## config.mk

```make
export PLATFORM = sky130hd
export DESIGN_NAME = dls_shift_norm
export DESIGN_NICKNAME = d
export VERILOG_FILES = /design/src/rtl/dls_pkg.sv /design/src/rtl/dls_lane.sv /design/src/rtl/dls_ctrl.sv /design/src/rtl/dls_shift_norm.sv
export SDC_FILE = /design/constraint.sdc
export NUM_CORES = 1
export LEC_CHECK = 0
export BUFFER_PORTS_ARGS = -buffer_cell sky130_fd_sc_hd__buf_2
export CAP_MARGIN = 20
export CELL_PAD_IN_SITES_DETAIL_PLACEMENT = 0
export CELL_PAD_IN_SITES_GLOBAL_PLACEMENT = 1
export CORE_ASPECT_RATIO = 0.6
export CORE_MARGIN = 2
export CORE_UTILIZATION = 44
export DETAILED_ROUTE_END_ITERATION = 10
export PLACE_DENSITY_LB_ADDON = 0.05
export SKIP_CTS_REPAIR_TIMING = 1
export SLEW_MARGIN = 20
export SYNTH_ARGS = -nofsm -noshare
export SYNTH_HDL_FRONTEND = slang
export SYNTH_SLANG_ARGS = --single-unit
```

## constraint.sdc

```tcl
create_clock -name clk -period 6.2 [get_ports clk]
set_clock_uncertainty 0.2 [all_clocks]
set_input_delay 1.24 -clock clk [delete_from_list [all_inputs] [get_ports clk]]
set_output_delay 1.24 -clock clk [all_outputs]
set_load 0.03 [all_outputs]
```

## src/rtl/dls_pkg.sv

```systemverilog
package dls_pkg;

  typedef enum logic [1:0] {
    MD_SHIFT = 2'd0,
    MD_ROT   = 2'd1,
    MD_NORM  = 2'd2
  } dls_mode_e;

  // Method code to operating mode; normalize exists only leftward.
  function automatic dls_mode_e dls_decode(input logic [1:0] method, input logic left);
    dls_mode_e m;
    case (method)
      2'b10:   m = MD_ROT;
      2'b01:   m = left ? MD_NORM : MD_SHIFT;
      default: m = MD_SHIFT;
    endcase
    return m;
  endfunction

endpackage

```

## src/rtl/dls_lane.sv

```systemverilog
module dls_lane
  import dls_pkg::*;
#(
  parameter int WORD_W = 24,
  parameter int X_W    = 24,
  localparam int PAIR_W = 2 * WORD_W
) (
  input  dls_mode_e         mode_i,
  input  logic              left_i,
  input  logic              en_i,
  input  logic [PAIR_W-1:0] pair_i,
  input  logic [X_W-1:0]    x_i,
  output logic [PAIR_W-1:0] pair_o,
  output logic [X_W-1:0]    x_o,
  output logic              step_o,
  output logic              ovf_o
);

  // One-position move of the pair for a given mode and direction.
  function automatic logic [PAIR_W-1:0] move1(input logic [PAIR_W-1:0] p,
                                               input dls_mode_e m, input logic lft);
    logic [PAIR_W-1:0] r;
    if (lft) begin
      r = (m == MD_ROT) ? {p[PAIR_W-2:0], p[PAIR_W-1]} : {p[PAIR_W-2:0], 1'b0};
    end else begin
      r = (m == MD_ROT) ? {p[0], p[PAIR_W-1:1]} : {p[PAIR_W-1], p[PAIR_W-1:1]};
    end
    return r;
  endfunction

  logic sign_split;
  assign sign_split = pair_i[PAIR_W-1] ^ pair_i[PAIR_W-2];

  assign step_o = en_i && !((mode_i == MD_NORM) && sign_split);
  assign pair_o = step_o ? move1(pair_i, mode_i, left_i) : pair_i;
  assign x_o    = (step_o && mode_i == MD_NORM) ? x_i - X_W'(1) : x_i;
  assign ovf_o  = step_o && (mode_i == MD_SHIFT) && left_i && sign_split;

endmodule

```

## src/rtl/dls_ctrl.sv

```systemverilog
module dls_ctrl #(
  parameter int CNT_W = 6
) (
  input  logic             clk,
  input  logic             rst_n,
  input  logic             start_i,
  input  logic [CNT_W-1:0] count_i,
  input  logic             skip_i,
  input  logic [CNT_W-1:0] n_done_i,
  input  logic             halt_i,
  output logic             load_o,
  output logic             run_o,
  output logic             fin_o,
  output logic [CNT_W-1:0] rem_o
);

  typedef enum logic [1:0] {ST_IDLE, ST_RUN, ST_FIN} st_e;

  st_e              st_q;
  logic [CNT_W-1:0] rem_q;
  logic [CNT_W-1:0] rem_next;

  assign load_o   = start_i && (st_q == ST_IDLE);
  assign run_o    = (st_q == ST_RUN);
  assign fin_o    = (st_q == ST_FIN);
  assign rem_o    = rem_q;
  assign rem_next = rem_q - n_done_i;

  always_ff @(posedge clk or negedge rst_n) begin
    if (!rst_n) begin
      st_q  <= ST_IDLE;
      rem_q <= '0;
    end else begin
      case (st_q)
        ST_IDLE: if (load_o) begin
          rem_q <= count_i;
          st_q  <= (count_i == '0 || skip_i) ? ST_FIN : ST_RUN;
        end
        ST_RUN: begin
          rem_q <= rem_next;
          if (rem_next == '0 || halt_i) st_q <= ST_FIN;
        end
        default: st_q <= ST_IDLE;
      endcase
    end
  end

  // completion strobe lasts a single cycle
  a_r7_done_single: assert property (@(posedge clk) disable iff (!rst_n)
    fin_o |=> !fin_o);

  // every busy cycle moves at least one position, so time tracks shifts
  a_r7_run_progress: assert property (@(posedge clk) disable iff (!rst_n)
    run_o |-> (n_done_i != '0));

endmodule

```

## src/rtl/dls_shift_norm.sv

```systemverilog
module dls_shift_norm
  import dls_pkg::*;
#(
  parameter int WORD_W = 24,
  parameter int CNT_W  = 6,
  parameter int LANES  = 2,
  localparam int PAIR_W = 2 * WORD_W
) (
  input  logic              clk,
  input  logic              rst_n,
  input  logic              start_i,
  input  logic              left_i,
  input  logic [1:0]        method_i,
  input  logic [CNT_W-1:0]  count_i,
  input  logic [WORD_W-1:0] a_i,
  input  logic [WORD_W-1:0] b_i,
  input  logic [WORD_W-1:0] x_i,
  output logic [WORD_W-1:0] a_o,
  output logic [WORD_W-1:0] b_o,
  output logic [WORD_W-1:0] x_o,
  output logic              overflow_o,
  output logic              done_o
);

  logic [PAIR_W-1:0] pair_q;
  logic [WORD_W-1:0] x_q;
  logic              ovf_q;
  logic              left_q;
  dls_mode_e         mode_q;

  logic              load, run, fin, halt, skip;
  logic [CNT_W-1:0]  rem;
  logic [CNT_W-1:0]  n_done;
  dls_mode_e         mode_in;

  logic [PAIR_W-1:0] pair_c [LANES+1];
  logic [WORD_W-1:0] x_c    [LANES+1];
  logic [LANES-1:0]  lane_en, lane_step, lane_ovf;

  assign mode_in   = dls_decode(method_i, left_i);
  assign skip      = (mode_in == MD_NORM) && (a_i[WORD_W-1] ^ a_i[WORD_W-2]);
  assign pair_c[0] = pair_q;
  assign x_c[0]    = x_q;

  for (genvar gi = 0; gi < LANES; gi++) begin : g_lane
    if (gi == 0) begin : g_first
      assign lane_en[gi] = run && (rem > CNT_W'(gi));
    end else begin : g_next
      assign lane_en[gi] = lane_step[gi-1] && (rem > CNT_W'(gi));
    end
    dls_lane #(.WORD_W(WORD_W), .X_W(WORD_W)) u_lane (
      .mode_i (mode_q),
      .left_i (left_q),
      .en_i   (lane_en[gi]),
      .pair_i (pair_c[gi]),
      .x_i    (x_c[gi]),
      .pair_o (pair_c[gi+1]),
      .x_o    (x_c[gi+1]),
      .step_o (lane_step[gi]),
      .ovf_o  (lane_ovf[gi])
    );
  end

  always_comb begin
    n_done = '0;
    for (int k = 0; k < LANES; k++) n_done = n_done + CNT_W'(lane_step[k]);
  end

  assign halt = (mode_q == MD_NORM) &&
                (pair_c[LANES][PAIR_W-1] ^ pair_c[LANES][PAIR_W-2]);

  dls_ctrl #(.CNT_W(CNT_W)) u_ctrl (
    .clk      (clk),
    .rst_n    (rst_n),
    .start_i  (start_i),
    .count_i  (count_i),
    .skip_i   (skip),
    .n_done_i (n_done),
    .halt_i   (halt),
    .load_o   (load),
    .run_o    (run),
    .fin_o    (fin),
    .rem_o    (rem)
  );

  always_ff @(posedge clk or negedge rst_n) begin
    if (!rst_n) begin
      pair_q <= '0;
      x_q    <= '0;
      ovf_q  <= 1'b0;
      left_q <= 1'b0;
      mode_q <= MD_SHIFT;
    end else if (load) begin
      pair_q <= {a_i, b_i};
      x_q    <= x_i;
      ovf_q  <= 1'b0;
      left_q <= left_i;
      mode_q <= mode_in;
    end else if (run) begin
      pair_q <= pair_c[LANES];
      x_q    <= x_c[LANES];
      ovf_q  <= ovf_q | (|lane_ovf);
    end
  end

  assign a_o        = pair_q[PAIR_W-1:WORD_W];
  assign b_o        = pair_q[WORD_W-1:0];
  assign x_o        = x_q;
  assign done_o     = fin;
  assign overflow_o = fin && ovf_q;

  // right straight shift never alters the sign of A
  a_r1_sign_kept: assert property (@(posedge clk) disable iff (!rst_n)
    (run && mode_q == MD_SHIFT && !left_q) |-> (pair_c[LANES][PAIR_W-1] == pair_q[PAIR_W-1]));

  // the ring keeps its population of ones
  a_r4_ring_ones: assert property (@(posedge clk) disable iff (!rst_n)
    (run && mode_q == MD_ROT) |-> ($countones(pair_c[LANES]) == $countones(pair_q)));

  // X falls by exactly the positions moved this cycle
  a_r5_x_tracks: assert property (@(posedge clk) disable iff (!rst_n)
    (run && mode_q == MD_NORM) |-> (x_c[LANES] == x_q - WORD_W'(n_done)));

  // normalize and rotate never report overflow
  a_r3_no_overflow: assert property (@(posedge clk) disable iff (!rst_n)
    (fin && mode_q != MD_SHIFT) |-> !overflow_o);

  // X untouched outside normalize
  a_r6_x_hold: assert property (@(posedge clk) disable iff (!rst_n)
    (run && mode_q != MD_NORM) |-> (x_c[LANES] == x_q));

  // a start in the done cycle does not reload the results
  a_r8_hold: assert property (@(posedge clk) disable iff (!rst_n)
    (fin && start_i) |=> (a_o == $past(a_o) && b_o == $past(b_o) && x_o == $past(x_o)));

endmodule

```

======== Yosys cells after proc, flatten, opt, wreduce, memory -nomap -nowiden ========
Cells that the tools add are included.
storage, ports and cells
  flip-flop bits (word level) ............. 84
  bits of input ports ..................... 84
  output and inout bits ................... 74
  word-level logic and storage cells ...... 82
operators by class
  $add $sub $neg .......................... 4
  order comparisons ....................... 2
  equal/unequal tests ..................... 9
  multiplexer cells ....................... 24
  bitwise logic cells ..................... 5
  reduce and logical (&&, ||, !) cells .... 31
operator list
  kind                                                                              number
  48-bit two-way mux                                                                8
  24-bit two-way mux                                                                4
  24-bit by 1-bit subtractor with 24-bit output (second input constant)             2
  1-bit logical AND                                                                 18
  6-bit by 1-bit greater-than comparator with 1-bit output (second input constant)  2
  6-bit logical NOT                                                                 2
  6-bit one-hot mux with 2 select lines                                             1
  2-bit equality test (second input constant)                                       4
  2-bit two-way mux                                                                 4
  2-bit one-hot mux with 2 select lines                                             2
  2-bit by 1-bit equality test with 1-bit output (second input constant)            3
  6-bit two-way mux                                                                 1
  6-bit by 2-bit subtractor with 6-bit output                                       1
  2-bit logical NOT                                                                 2
  1-bit two-way mux                                                                 4
  2-bit AND reduction                                                               2
  2-bit nonzero test                                                                2
  1-bit XOR                                                                         4
  1-bit by 1-bit adder with 2-bit output                                            1
  1-bit logical NOT                                                                 2
  1-bit logical OR                                                                  2
  2-bit by 1-bit != test with 1-bit output (second input constant)                  1
  2-bit != test (second input constant)                                             1
  2-bit OR reduction                                                                1
  1-bit OR                                                                          1

======== Longest topological paths before layout ========
  depth in word-level cells ............... 16
  mapped depth ............................ 20
  gate-level depth less buffers ........... 15

======== Modules after synthesis ========
Synthesis repeated with hierarchy kept, for this count alone.
unflattened totals
  cell total of the unflattened synthesis .. 967
  area, all modules ....................... 7913.8 µm²
modules (own cells, without submodules)
  module                       times used  cells an instance  area an instance (µm²)  sequential area each (µm²)
  dls_shift_norm               1           409                4080.2                  1901.8
  dls_lane (g_lane[0].u_lane)  1           239                1604.0                  0.0
  dls_lane (g_lane[1].u_lane)  1           238                1560.2                  0.0
  dls_ctrl                     1           81                 669.4                   200.2

======== Least setup slack after synthesis ========
Ideal clock, no wire load.
  path type ............................... register to register
  start ................................... register pair_q[47]
  end ..................................... register u_ctrl.st_q[0]
  library setup time ...................... 69 ps
  arrival time ............................ 3870 ps
  path slack .............................. 2061 ps
  cell stages (with the launch flop) ...... 20
  period minus slack after synthesis ...... 4139 ps
  cells stage by stage .................... dfrtp_1 -> buf_2 -> xor2_1 -> a22o_1 -> a31oi_1 -> o21a_1 -> buf_2 -> buf_1 -> buf_1 -> nor2b_1 -> ha_1 -> inv_1 -> ha_1 -> nor3_1 -> and3b_1 -> clkbuf_1 -> xnor2_1 -> o21ai_0 -> or3_1 -> nand3_1
on the way
  longest elaborated chain between the ends .. 15
ends and longest elaborated chain
  what                                                                          RTL line                              text
  start, declared                                                               dls_shift_norm.sv:25                  logic [PAIR_W-1:0] pair_q;
  start signal, assigned                                                        dls_shift_norm.sv:94                  pair_q <= {a_i, b_i};
  start signal, assigned                                                        dls_shift_norm.sv:100                 pair_q <= pair_c[LANES];
  1-bit XOR                                                                     dls_lane.sv:32                        assign sign_split = pair_i[PAIR_W-1] ^ pair_i[PAIR_W-2];
  1-bit logical AND                                                             dls_lane.sv:34                        assign step_o = en_i && !((mode_i == MD_NORM) && sign_split);
  1-bit logical NOT                                                             dls_lane.sv:34
  1-bit logical AND                                                             dls_lane.sv:34
  48-bit two-way mux                                                            dls_lane.sv:35                        assign pair_o = step_o ? move1(pair_i, mode_i, left_i) : pair_i;
  1-bit XOR                                                                     dls_lane.sv:32
  1-bit logical AND                                                             dls_lane.sv:34
  1-bit logical NOT                                                             dls_lane.sv:34
  1-bit logical AND                                                             dls_lane.sv:34
  1-bit by 1-bit adder with 2-bit output or 48-bit two-way mux (tied branches)  dls_shift_norm.sv:66, dls_lane.sv:35
  6-bit by 2-bit subtractor with 6-bit output or 1-bit XOR (tied branches)      dls_ctrl.sv:27, dls_shift_norm.sv:70
  6-bit logical NOT or 1-bit logical AND (tied branches)                        dls_ctrl.sv:41, dls_shift_norm.sv:69
  1-bit logical OR *                                                            dls_ctrl.sv:41                        if (rem_next == '0 || halt_i) st_q <= ST_FIN;
  2-bit by 1-bit != test with 1-bit output (no line) *                          --
  2-bit AND reduction (no line) *                                               --
  end signal, assigned                                                          dls_ctrl.sv:37                        st_q <= (count_i == '0 || skip_i) ? ST_FIN : ST_RUN;
  end, declared                                                                 dls_ctrl.sv:19                        st_e st_q;
Mark *: on every way between the ends. The rest lies on a longest branch, timed or not.
A chain may end at the register's enable or synchronous reset.

======== Worst setup path in the final report ========
  start ................................... register u_ctrl.rem_q[4] (netlist: u_ctrl.rem_o[4])
  end ..................................... register u_ctrl.st_q[1]
on the way
  longest elaborated chain between the ends .. 14
ends and longest elaborated chain
  what                                                                          RTL line                              text
  start, declared                                                               dls_ctrl.sv:20                        logic [CNT_W-1:0] rem_q;
  start signal, assigned                                                        dls_ctrl.sv:36                        rem_q <= count_i;
  start signal, assigned                                                        dls_ctrl.sv:40                        rem_q <= rem_next;
  6-bit by 1-bit greater-than comparator with 1-bit output                      dls_shift_norm.sv:47                  assign lane_en[gi] = run && (rem > CNT_W'(gi));
  1-bit logical AND                                                             dls_shift_norm.sv:47
  1-bit logical AND                                                             dls_lane.sv:34
  48-bit two-way mux                                                            dls_lane.sv:35
  1-bit XOR                                                                     dls_lane.sv:32
  1-bit logical AND                                                             dls_lane.sv:34
  1-bit logical NOT                                                             dls_lane.sv:34
  1-bit logical AND                                                             dls_lane.sv:34
  1-bit by 1-bit adder with 2-bit output or 48-bit two-way mux (tied branches)  dls_shift_norm.sv:66, dls_lane.sv:35
  6-bit by 2-bit subtractor with 6-bit output or 1-bit XOR (tied branches)      dls_ctrl.sv:27, dls_shift_norm.sv:70
  6-bit logical NOT or 1-bit logical AND (tied branches)                        dls_ctrl.sv:41, dls_shift_norm.sv:69
  1-bit logical OR *                                                            dls_ctrl.sv:41
  2-bit by 1-bit != test with 1-bit output (no line) *                          --
  2-bit AND reduction (no line) *                                               --
Marks and branches as above.

==> key figures <==
Cells and area
  – Most frequent cells in the layout: buf_2, nor2_1, a21oi_1, mux2i_1, nand2_1
  – Commonest non-fill, non-tap cell in the layout: buf_2
  – Reg area: 2110 sq um
  – Design area: a little under 9000 sq um
  – Layout cell share with drive strength beyond 1: 21.2%
  – P&R area growth vs syn: 15.6%
  – Multi-input logic area: 5050 sq um
  – # nets final: 1,173
  – Final-layout fill cell count: 1,688
  – # diodes: 0

Yosys
  – Main combinational cell family by area after synthesis: compound AO/OA/AOI/OAI gates
  – Complex-gate fraction of the synthesized area: 24.4%
  – Ys async rst share: 100%
  – Share of Yosys cell area claimed by the top area cell type: 27.9%
  – Cells after Synth: a little under 1,000
  – Synth unique cells: 70
  – Simple-gate share of the synthesized area: 22.1%
  – Share of synthesized area spent on multiplexers: 13.5%
  – Yosys Warn Count: 0
  – Area leader, netlist: dfrtp_1
  – Synthesis-stage register bit count: 84
  – Post-Synth Adder-Cell Area: 1.33%
  – Post-synth EDFFs: 0
  – Synth Area in XOR/XNOR: 5.09%
  – Synth top area cells: dfrtp_1, mux2i_1, a21oi_1
  – Sequential fraction of the synthesis area: 27.9%
  – Avg Synthesized Cell Area: around 7.7 sq um
  – Post-synth design cell area: 7540 sq um
  – Synth Flop Type: dfrtp_1
  – Synth Net Count: between 1,000 and 1,500

Setup path
  – Critical path type: flop to flop
  – Critical Path Fanout Max: 89
  – Worst EP arrival: 4.42 ns
  – RR Endpoint: u_ctrl.st_q[1]$_DFFE_PN0P_
  – Worst endpoint required time: 6.29 ns
  – RR Startpoint: u_ctrl.rem_o[4]$_DFFE_PN0P_
  – Critical Path End Type: flop
  – R2r setup slk: 1.87 ns
  – R2R depth: 9
  – Worst setup SP type: flop

CTS
  – CTS tree: done
  – Htree depth: 3
  – Clk_lat worst skew: ~0.35 ns
  – Worst-path clk slew: about 0.070 ns
  – CTS root buf: clkbuf_16
  – Clk sink count: 84
  – Clock Path Buffers: 2
  – CTS Buf Count: 9

Floorplanning
  – Core Area: 16,900 sq um
  – Vert. Die Dim: 105 um
  – Row cnt: 37
  – Die Wd: 173 um
  – Die ar.: 18,200 sq um
  – Top Ports: 158
  – Initial Utilization: 44.5%

Place
  – Area after DPL: between 8000 and 9000 sq um
  – Gp weighted congestion: 0.934
  – HPWL Detailed: between 15 and 20 mm
  – Port Buffers: 157

Drt
  – Remaining DRCs: 0
  – Iter 0 DRT Violations: 915
  – DR vias: 7,856
  – Vias per cell: approximately 6.0
  – Routed wire length per instance: 19.9 um
  – Drt first pass iters: 5
  – Post-Route WL: between 20 and 30 mm
  – Remaining antenna violation count: 0

Pwr
  – Maximum vdd drop: 295 uV
  – Leak: 3.56 nW
  – PwrDens: 673 nW/um^2
  – Overall power: 5.87 mW

STA
  – TNS Setup: 0 ns
  – Hold Violations, Final: 0
  – Setup violators final: 0
  – Tmin final: 4.33 ns
  – Fin. max-slew vios: 0
  – Worst slew pin tran: about 0.94 ns
  – Period utilization: 69.8%
  – WHS: 0.281 ns
  – Slew margin rel.: 37.0%
  – RSZ-0062 raised after global routing: no
  – Fmax: roughly 230 MHz

GRT
  – Grt ovf: 0
  – Layer with the highest usage: met1
  – Met3 usage: between 6 and 7%
  – Met2 usage: 33.4%
  – First-pass GRT wire length: 41.0 mm
  – GRT Total Usage: about 28%
  – Largest net degree at the start of global routing: 93
  – Initial antenna violation count: 0
  – Vias in the first global route: 6,992
  – Routing usage on met1: 49.5%

Outcome
  – Outcome: finished, final reports clean

Hold path
  – Hold EP: ovf_q$_DFFE_PN0P_
  – Source of the worst hold timing path: ovf_q$_DFFE_PN0P_
  – Worst hold stages: 2
  – Min-delay worst type: flop to flop

Job
  – Max-Cap Viols: 0
state kept, by name, summed over array words and instances, names as in the netlist:
register      flops
u_ctrl.rem_o      6
x_o              24
left_q            1
ovf_q             1
mode_q            2
u_ctrl.st_q       2
pair_q           48
synthesized netlist by cell type (all sizes together) (8+ instances only):
library cell	number
o22ai	33
xor2	13
mux2	9
buf	36
xnor2	30
nand2b	9
a211oi	31
o21ai	60
nand2	87
nor4	19
dfrtp	84
ha	8
nor2b	9
inv	14
a21oi	122
nand3	11
mux2i	92
nor3	20
clkbuf	50
a22oi	8
nor2	131
nand4	10
area by class of cell:
cell class	count	area share [%]
clock buffers	12	2.94
clock inverters	4	0.545
repair buffers	173	10.4
multi-input cells	797	57.9
inverters	16	0.689
flip-flops and latches	84	24.1
well taps	234	3.36
worst max-delay path by stage:
stage / start / end / slack [ns] / depth (start not counted)
finish: u_ctrl.rem_o[4]$_DFFE_PN0P_ / u_ctrl.st_q[1]$_DFFE_PN0P_ / 1.87 / 9
global route: u_ctrl.rem_o[4]$_DFFE_PN0P_ / u_ctrl.st_q[1]$_DFFE_PN0P_ / 1.59 / 9
CTS: u_ctrl.rem_o[4]$_DFFE_PN0P_ / u_ctrl.st_q[1]$_DFFE_PN0P_ / 1.99 / 9
detailed placement: u_ctrl.rem_o[4]$_DFFE_PN0P_ / u_ctrl.st_q[1]$_DFFE_PN0P_ / 2.03 / 9
global placement: u_ctrl.rem_o[4]$_DFFE_PN0P_ / u_ctrl.st_q[1]$_DFFE_PN0P_ / 2.16 / 9
floorplan: pair_q[47]$_DFFE_PN0P_ / u_ctrl.st_q[0]$_DFFE_PN0P_ / 2.06 / 19
layer usage:
layer | routed length (um) | up-vias
met5 | 0 | -
met2 | 9480 | 362
met3 | 2250 | 17
met4 | 199 | 0
met1 | 14300 | 3682
li1 | - | 3795
report_power, final:
group          internal, mW  total [mW]  switching [mW]
Combinational          1.47        3.88            2.41
Sequential            0.832        1.42           0.585
Clock                 0.334       0.574           0.240
Total                  2.64        5.87            3.23
kinds of logic (layout without fill, tap and decap cells):
family / Yosys count / count (layout)
AND/OR/NAND/NOR: 341 / 341
XOR/XNOR: 43 / 43
multiplexers: 101 / 101
adder cells (fa/ha/maj): 8 / 8
flip-flops: 84 / 84
AO/OA/AOI/OAI: 304 / 304
buffers and inverters: 102 / 205
through the flow:
| step | std cells | util [%] | worst slack (ns) |
|---|---|---|---|
| detailed placement | 1304 | 49.7 | 2.03 |
| global placement | 1304 | 49.7 | 2.16 |
| global route | 1320 | 51.5 | 1.59 |
| floorplan | 983 | - | 2.06 |
| CTS | 1320 | 51.5 | 1.99 |
| finish | 1320 | 51.5 | 1.87 |
critical path: stages (launching register included):
cell	delay [ns]
dfrtp_1	0.44
nor4_1	0.64
nand2_1	0.48
a31oi_1	0.30
o21a_2	0.16
buf_4	0.71
mux2i_1	0.17
nor3_1	0.56
or3b_2	0.51
nand3_1	0.09
Power figures use the tool's default switching activity.
